**config.mk**
```make
export PLATFORM = sky130hd
export DESIGN_NAME = psram_pwr_seq
export DESIGN_NICKNAME = d
export VERILOG_FILES = /design/src/rtl/psram_pwr_pkg.sv /design/src/rtl/pwr_ce_monitor.sv /design/src/rtl/pwr_us_count.sv /design/src/rtl/psram_pwr_seq.sv
export SDC_FILE = /design/constraint.sdc
export NUM_CORES = 1
export LEC_CHECK = 0
export BUFFER_PORTS_ARGS = -buffer_cell sky130_fd_sc_hd__buf_2
export CAP_MARGIN = 20
export CORE_UTILIZATION = 41
export DETAILED_ROUTE_END_ITERATION = 10
export GPL_ROUTABILITY_DRIVEN = 1
export SETUP_SLACK_MARGIN = 0.15
export SLEW_MARGIN = 20
export SYNTH_ARGS = -nofsm -noshare
export SYNTH_HDL_FRONTEND = slang
export SYNTH_SLANG_ARGS = --single-unit
```
**constraint.sdc**
```tcl
create_clock -name clk -period 2.19 [get_ports clk]
set_input_delay 0.1095 -clock clk [delete_from_list [all_inputs] [get_ports clk]]
set_output_delay 0.1095 -clock clk [all_outputs]
set_load 0.02 [all_outputs]
```
**src/rtl/psram_pwr_pkg.sv**
```systemverilog
package psram_pwr_pkg;
    typedef enum logic [1:0] {
        PS_OFF   = 2'd0,
        PS_INIT  = 2'd1,
        PS_READY = 2'd2,
        PS_DOWN  = 2'd3
    } pwr_state_e;

    typedef struct packed {
        pwr_state_e state;
        logic       cfg_reset;
    } pwr_fsm_t;
endpackage

```
**src/rtl/pwr_ce_monitor.sv**
```systemverilog
module pwr_ce_monitor (
    input  logic clk,
    input  logic rst_n,
    input  logic ce_n,
    output logic ce_rise
);
    logic prev_d, prev_q;

    always_comb begin
        prev_d  = ce_n;
        ce_rise = ce_n && !prev_q;
    end

    always_ff @(posedge clk or negedge rst_n) begin
        if (!rst_n) prev_q <= 1'b1;
        else        prev_q <= prev_d;
    end
endmodule

```
**src/rtl/pwr_us_count.sv**
```systemverilog
module pwr_us_count #(
    parameter int WIDTH = 8
) (
    input  logic             clk,
    input  logic             rst_n,
    input  logic             clear,
    input  logic             tick,
    input  logic [WIDTH-1:0] target,
    output logic             hit
);
    logic [WIDTH-1:0] cnt_d, cnt_q;

    always_comb begin
        hit = tick && (cnt_q == target - WIDTH'(1));
        if (clear)     cnt_d = '0;
        else if (tick) cnt_d = cnt_q + WIDTH'(1);
        else           cnt_d = cnt_q;
    end

    always_ff @(posedge clk or negedge rst_n) begin
        if (!rst_n) cnt_q <= '0;
        else        cnt_q <= cnt_d;
    end

    assert_count_bounded_R7: assert property (@(posedge clk) disable iff (!rst_n)
        cnt_q < target || clear);
endmodule

```
**src/rtl/psram_pwr_seq.sv**
```systemverilog
module psram_pwr_seq
    import psram_pwr_pkg::*;
#(
    parameter int INIT_US = 150,
    parameter int EXIT_US = 10
) (
    input  logic clk,
    input  logic rst_n,
    input  logic supply_ok,
    input  logic ce_n,
    input  logic us_tick,
    input  logic cfg_dpd_off,
    input  logic access_req,
    output logic ready,
    output logic powered_down,
    output logic init_active,
    output logic cfg_reset,
    output logic access_ok
);
    localparam int MAXUS = (INIT_US > EXIT_US) ? INIT_US : EXIT_US;
    localparam int CW    = $clog2(MAXUS + 1);

    pwr_fsm_t    fsm_d, fsm_q;
    logic        ce_rise, cnt_hit, cnt_clear;
    logic [CW-1:0] cnt_target;

    pwr_ce_monitor u_ce (
        .clk     (clk),
        .rst_n   (rst_n),
        .ce_n    (ce_n),
        .ce_rise (ce_rise)
    );

    always_comb begin
        cnt_target = (fsm_q.state == PS_INIT) ? CW'(INIT_US) : CW'(EXIT_US);
        cnt_clear  = !supply_ok || cnt_hit ||
                     (fsm_q.state == PS_OFF) || (fsm_q.state == PS_READY) ||
                     (fsm_q.state == PS_DOWN && ce_n);
    end

    pwr_us_count #(.WIDTH(CW)) u_cnt (
        .clk    (clk),
        .rst_n  (rst_n),
        .clear  (cnt_clear),
        .tick   (us_tick),
        .target (cnt_target),
        .hit    (cnt_hit)
    );

    always_comb begin
        fsm_d           = fsm_q;
        fsm_d.cfg_reset = 1'b0;
        unique case (fsm_q.state)
            PS_OFF:   if (supply_ok) fsm_d.state = PS_INIT;
            PS_INIT:  if (cnt_hit) fsm_d.state = PS_READY;
            PS_READY: if (!cfg_dpd_off && ce_rise) fsm_d.state = PS_DOWN;
            PS_DOWN:  if (!ce_n && cnt_hit) begin
                fsm_d.state     = PS_INIT;
                fsm_d.cfg_reset = 1'b1;
            end
            default:  fsm_d.state = PS_OFF;
        endcase
        if (!supply_ok) begin
            fsm_d.state     = PS_OFF;
            fsm_d.cfg_reset = 1'b0;
        end
    end

    always_ff @(posedge clk or negedge rst_n) begin
        if (!rst_n) fsm_q <= '{state: PS_OFF, cfg_reset: 1'b0};
        else        fsm_q <= fsm_d;
    end

    always_comb begin
        ready        = (fsm_q.state == PS_READY);
        powered_down = (fsm_q.state == PS_DOWN);
        init_active  = (fsm_q.state == PS_INIT);
        cfg_reset    = fsm_q.cfg_reset;
        access_ok    = access_req && ready;
    end

    assert_flags_exclusive_R2: assert property (@(posedge clk) disable iff (!rst_n)
        $onehot0({ready, powered_down, init_active}));
    assert_supply_loss_R2: assert property (@(posedge clk) disable iff (!rst_n)
        !supply_ok |=> !ready && !powered_down && !init_active);
    assert_ready_after_init_R3: assert property (@(posedge clk) disable iff (!rst_n)
        $rose(ready) |-> $past(init_active));
    assert_disarmed_R5: assert property (@(posedge clk) disable iff (!rst_n)
        ready && cfg_dpd_off |=> !powered_down);
    assert_entry_R6: assert property (@(posedge clk) disable iff (!rst_n)
        ready && !cfg_dpd_off && ce_rise && supply_ok |=> powered_down);
    assert_exit_low_R7: assert property (@(posedge clk) disable iff (!rst_n)
        powered_down && ce_n |=> powered_down || !supply_ok);
    assert_cfg_reset_R8: assert property (@(posedge clk) disable iff (!rst_n)
        cfg_reset |-> init_active && $past(powered_down));
    assert_cfg_reset_single_R8: assert property (@(posedge clk) disable iff (!rst_n)
        cfg_reset |=> !cfg_reset);
    assert_access_gate_R9: assert property (@(posedge clk) disable iff (!rst_n)
        access_ok |-> ready && access_req);
endmodule

```
Yosys cells after proc, flatten, opt, wreduce, memory -nomap -nowiden. Index checks and enable logic that the tools add are counted.

Bits in registers: 12. Logic and storage cells: 39.

Add/subtract/negate cells: 2. Equality and inequality tests: 7. Muxes and demuxes: 9. Reduce and logical (&&, ||, !) cells: 17.

Operators with widths (number): $mux 8 (3); $ne 3x2->1 const B (3); $add 8x1->8 const B (1); $eq 8x8->1 (1); $pmux 2 s4 (1); $sub 8x1->8 const B (1); $logic_and 1x1->1 (6); $mux 3 (2); $eq 2x2->1 const B (2); $logic_not 1->1 (4); $logic_or 1x1->1 (4); $mux 2 (2); $reduce_and 3->1 (1); $eq 2x1->1 const B (1); $logic_not 2->1 (1); $reduce_bool 2->1 (1); $mux 1 (1).

Depth between registers and ports, before layout.
Word-level depth: 10. Depth in mapped cells: 7.

Cells and area by module. From an unflattened synthesis, not the netlist that was laid out.

Cells, all modules: 102. Area, all modules: 933.4 µm².

By module, submodules not included: pwr_us_count (times used 1, cells an instance 70, area each 615.6 µm², seq. area each 200.2 µm²); psram_pwr_seq (times used 1, cells an instance 30, area each 277.8 µm², seq. area each 75.1 µm²); pwr_ce_monitor (times used 1, cells an instance 2, area each 40.0 µm², seq. area each 26.3 µm²).

Least setup slack after synthesis. Ideal clock, no wire load.

Path kind: reg2reg. From: register u_cnt.cnt_q[2]. To: register fsm_q[2] (netlist name). Arrival: 1.885 ns. Required time: 2.111 ns. Slack: 0.226 ns. Cell stages (with the launch flop): 6. Clock period less this slack: 1.964 ns. Cells stage by stage: dfrtp_1 > or4b_1 > mux2_2 > or3_4 > a21oi_2 > mux2i_1.

Cells in the longest elaborated chain, start to end: 5.

Ends and longest elaborated chain: start, declared (RTL line pwr_us_count.sv:11) `logic [WIDTH-1:0] cnt_d, cnt_q;`; start signal, assigned (RTL line pwr_us_count.sv:22) `else cnt_q <= cnt_d;`; $eq 8x8->1 * (RTL line pwr_us_count.sv:14) `hit = tick && (cnt_q == target - WIDTH'(1));`; $logic_and 1x1->1 * (RTL line pwr_us_count.sv:14); $logic_and 1x1->1 (RTL line psram_pwr_seq.sv:57) `PS_DOWN: if (!ce_n && cnt_hit) begin`; $ne 3x2->1 (no source line); $reduce_and 3->1 (no source line) *; end signal, assigned (RTL line psram_pwr_seq.sv:70) `if (!rst_n) fsm_q <= '{state: PS_OFF, cfg_reset: 1'b0};`; end signal, assigned (RTL line psram_pwr_seq.sv:71) `else fsm_q <= fsm_d;`; end, declared (RTL line psram_pwr_seq.sv:23) `pwr_fsm_t fsm_d, fsm_q;`.

Every way passes the cells marked *; elsewhere a longest branch is shown, timed or not. A chain may end at the register's enable or synchronous reset.

Final worst setup path. Ends and elaborated chain as after synthesis.

==> impl_metrics.toml <==
[status]
status = "completed"

[power_and_ir_drop]
combPwrFrac_pct = 36.7
intPower_uw = 414
swShare_pct = 35.6
pwr-share-seq_pct = 41.5
clkPwrFrac_pct = 21.8
power_uw = 644
p_leak_uw = 0.000384
ir_drop_mv = 0.545
power_switching_uw = 229
power_density_nw_per_um2 = 777

[synth]
postSynthCellCount = 66
syn-num-nets = 79
ys_warn_count = 0
ys_ff_latch = 12
ys_seq_area_share_pct = 44.8
syn_area_um2 = 673
yosys.cell_types.count = 25
syn_area_per_cell_um2 = 10.2

[route]
drc = 0
num_vias = 509
antenna_left = 0
drt-wirelength-per-cell_um = 12.5
dr.pass1.iters = 2
drtIter0Drc = 11
wl_um = 1280
via_per_inst = 4.99

[place]
dp_slack_ps = 145
port_buffers = 11
place.gp.congestion = 0.804
dpl_cell_area_um2 = 752
hpwl_um = 879

[critical_path]
reg2reg_depth = 5
cp.arrival_ps = 2160
cp_max_fo = 2
cp.required_ps = 2390
crit_path_end_kind = "flip-flop"
critPathKind = "reg2reg"
cp-start-kind = "flip-flop"

[worst_hold_path]
hold_class = "in2reg"
min_path_cells = 3

[cts]
clock-sinks = 12
cts_root_buffer = "clkbuf_4"
cts_buffer_depth = 2
cts_tree = "built"
clk_pin_slew_ps = 70
clk_latency_ps = 270
numCtsBuffers = 3
htree_levels = 1

[timing]
setup_viol = 0
setup-tns-final_ps = 0
finalCriticalPeriod_ps = 1970
post-route-period-util_pct = 89.9
finClkSkew_ps = 1.67
slew_headroom_pct = 81.8
slew_viol_final = 0
worstMarginPinSlew_ps = 270
report.final.hold_viol_count = 0
max_freq_mhz = 508
rsz0062_at_grt = "false"
fin_ws_ps = 222

[global_route]
grt_pass1_wl_um = 2280
grt_antenna_before_repair = 0
grt_usage_pct = 17.4
grt.overflow.total = 0
grt_max_degree = 13
first_global_vias = 517

[floorplanning]
core-area_um2 = 1520
pin_count = 12
rows = 14
dieHeight_um = 42.5
die_w_um = 42.5
die_area_um2 = 1810
start_util_pct = 44.2

[layout]
final_area_um2 = 828
fill_cells = 140
diodes = 0
fin_nets = 100
areaGrowthSynthToFinish_pct = 23.0
drive_gt1_share_pct = 25.6
fin_util_pct = 54.4

[run]
cap_violations = 0
## state kept, by name (all words and copies together), names as in the netlist
| name | cells |
|---|---|
| u_cnt.cnt_q | 8 |
| fsm_q | 2 |
| cfg_reset | 1 |
| u_ce.prev_q | 1 |
## worst paths after layout
check / from / slack [ps] / endpoint
worst max-delay path: u_cnt.cnt_q[2]$_DFFE_PN0P_ / 220 / fsm_q[2]$_DFFE_PN0P_
worst min-delay path: supply_ok / 90 / cfg_reset$_DFF_PN0_
worst max register to register: u_cnt.cnt_q[2]$_DFFE_PN0P_ / 220 / fsm_q[2]$_DFFE_PN0P_
worst min register to register: u_cnt.cnt_q[6]$_DFFE_PN0P_ / 570 / u_cnt.cnt_q[6]$_DFFE_PN0P_
max in group asynchronous: rst_n / 1670 / u_ce.prev_q$_DFF_PN1_
min in group asynchronous: rst_n / 240 / u_cnt.cnt_q[1]$_DFFE_PN0P_
## cell usage after synthesis
cell type	number	area (um2)
dfstp_2	1	26.3
and3_1	1	6.26
or4b_1	1	10.0
or3_1	1	6.26
clkbuf_1	1	3.75
and2_1	1	6.26
mux2i_1	1	10.0
o31ai_1	1	7.51
a21oi_2	1	8.76
o21ai_0	1	5.00
nand2_1	7	26.3
xor2_1	3	26.3
inv_1	4	15.0
dfrtp_1	11	275
a211oi_1	2	15.0
nand4_1	2	12.5
or3_4	1	11.3
nand4bb_1	1	11.3
o221a_1	1	11.3
nor2_1	11	41.3
mux2_2	1	11.3
ha_1	6	75.1
nand4b_1	1	8.76
o211ai_1	1	7.51
xnor2_1	4	35.0
## critical path, stage by stage, from the launching register on
cell     delay (ps)
dfrtp_1         380
or4b_1          510
mux2_2          280
or3_4           390
a21oi_4         150
mux2i_1         190
## through the flow
stage / std cells / hold WS, ps
after floorplan: 66 / -186
after global placement: 93 / 1.51
after detailed placement: 93 / 5.30
after CTS: 101 / 84.7
after global routing: 102 / 98.6
final: 102 / 92.7
## placed cells by master (no fill, tap or decap), drive strengths merged
cell / count
nor2: 11
a211oi: 2
mux2i: 1
dfrtp: 11
mux2: 1
nand4: 2
a21oi: 1
xnor2: 4
and2: 1
ha: 6
dfstp: 1
or4b: 1
o31ai: 1
o21ai: 1
o211ai: 1
nand2: 7
or3: 2
xor2: 3
o221a: 1
dlygate4sd3: 2
and3: 1
nand4b: 1
nand4bb: 1
buf: 15
inv: 4
clkbuf: 4
## what timing repair did
item | in CTS | in global routing
setup buffers | 2 | 1
resized for setup | 0 | 1
hold endpoints to repair | 13 | 0
setup endpoints to repair | 2 | 2
pin swaps | 0 | 1
hold buffers | 2 | 0
## layer usage
metal  vias up  share of wire (%)  global-route usage, %
met1       229                 47                   20.3
met3         0                4.9                   7.76
met2        13                 48                   29.2
li1        267                  -                      -
met5         -                  0                      0
met4         0                  0                   3.75
## area by class of cell
| class | instances | area (um2) | share of cell area, % |
|---|---|---|---|
| clock buffers | 4 | 26.3 | 3.17 |
| inverters | 4 | 15.0 | 1.81 |
| multi-input cells | 49 | 360 | 43.5 |
| flip-flops and latches | 12 | 302 | 36.4 |
| well taps | 16 | 20.0 | 2.42 |
| repair buffers | 17 | 105 | 12.7 |
## power by group through the flow
| stage | Sequential [uW] | Combinational [uW] | Clock [uW] |
|---|---|---|---|
| 2_1_floorplan | 266 | 157 | 0 |
| 3_3_place_gp | 271 | 217 | 0 |
| 3_5_place_dp | 271 | 220 | 0 |
| 4_1_cts | 266 | 226 | 146 |
| 5_1_grt | 269 | 264 | 163 |
| 6_report | 267 | 236 | 141 |
## kinds of logic (layout without fill, tap and decap cells)
family | Yosys count | after routing | synth area share [%]
xor gates and xnor gates | 7 | 7 | 9.11
AOI/OAI and AO/OA | 7 | 7 | 8.18
buffers and inverters | 5 | 25 | 2.79
muxes | 2 | 2 | 3.16
and+or+nand+nor | 27 | 27 | 20.8
DFF | 12 | 12 | 44.8
adders and majority gates | 6 | 6 | 11.2
Note: power is estimated with default switching activity, not from simulation.
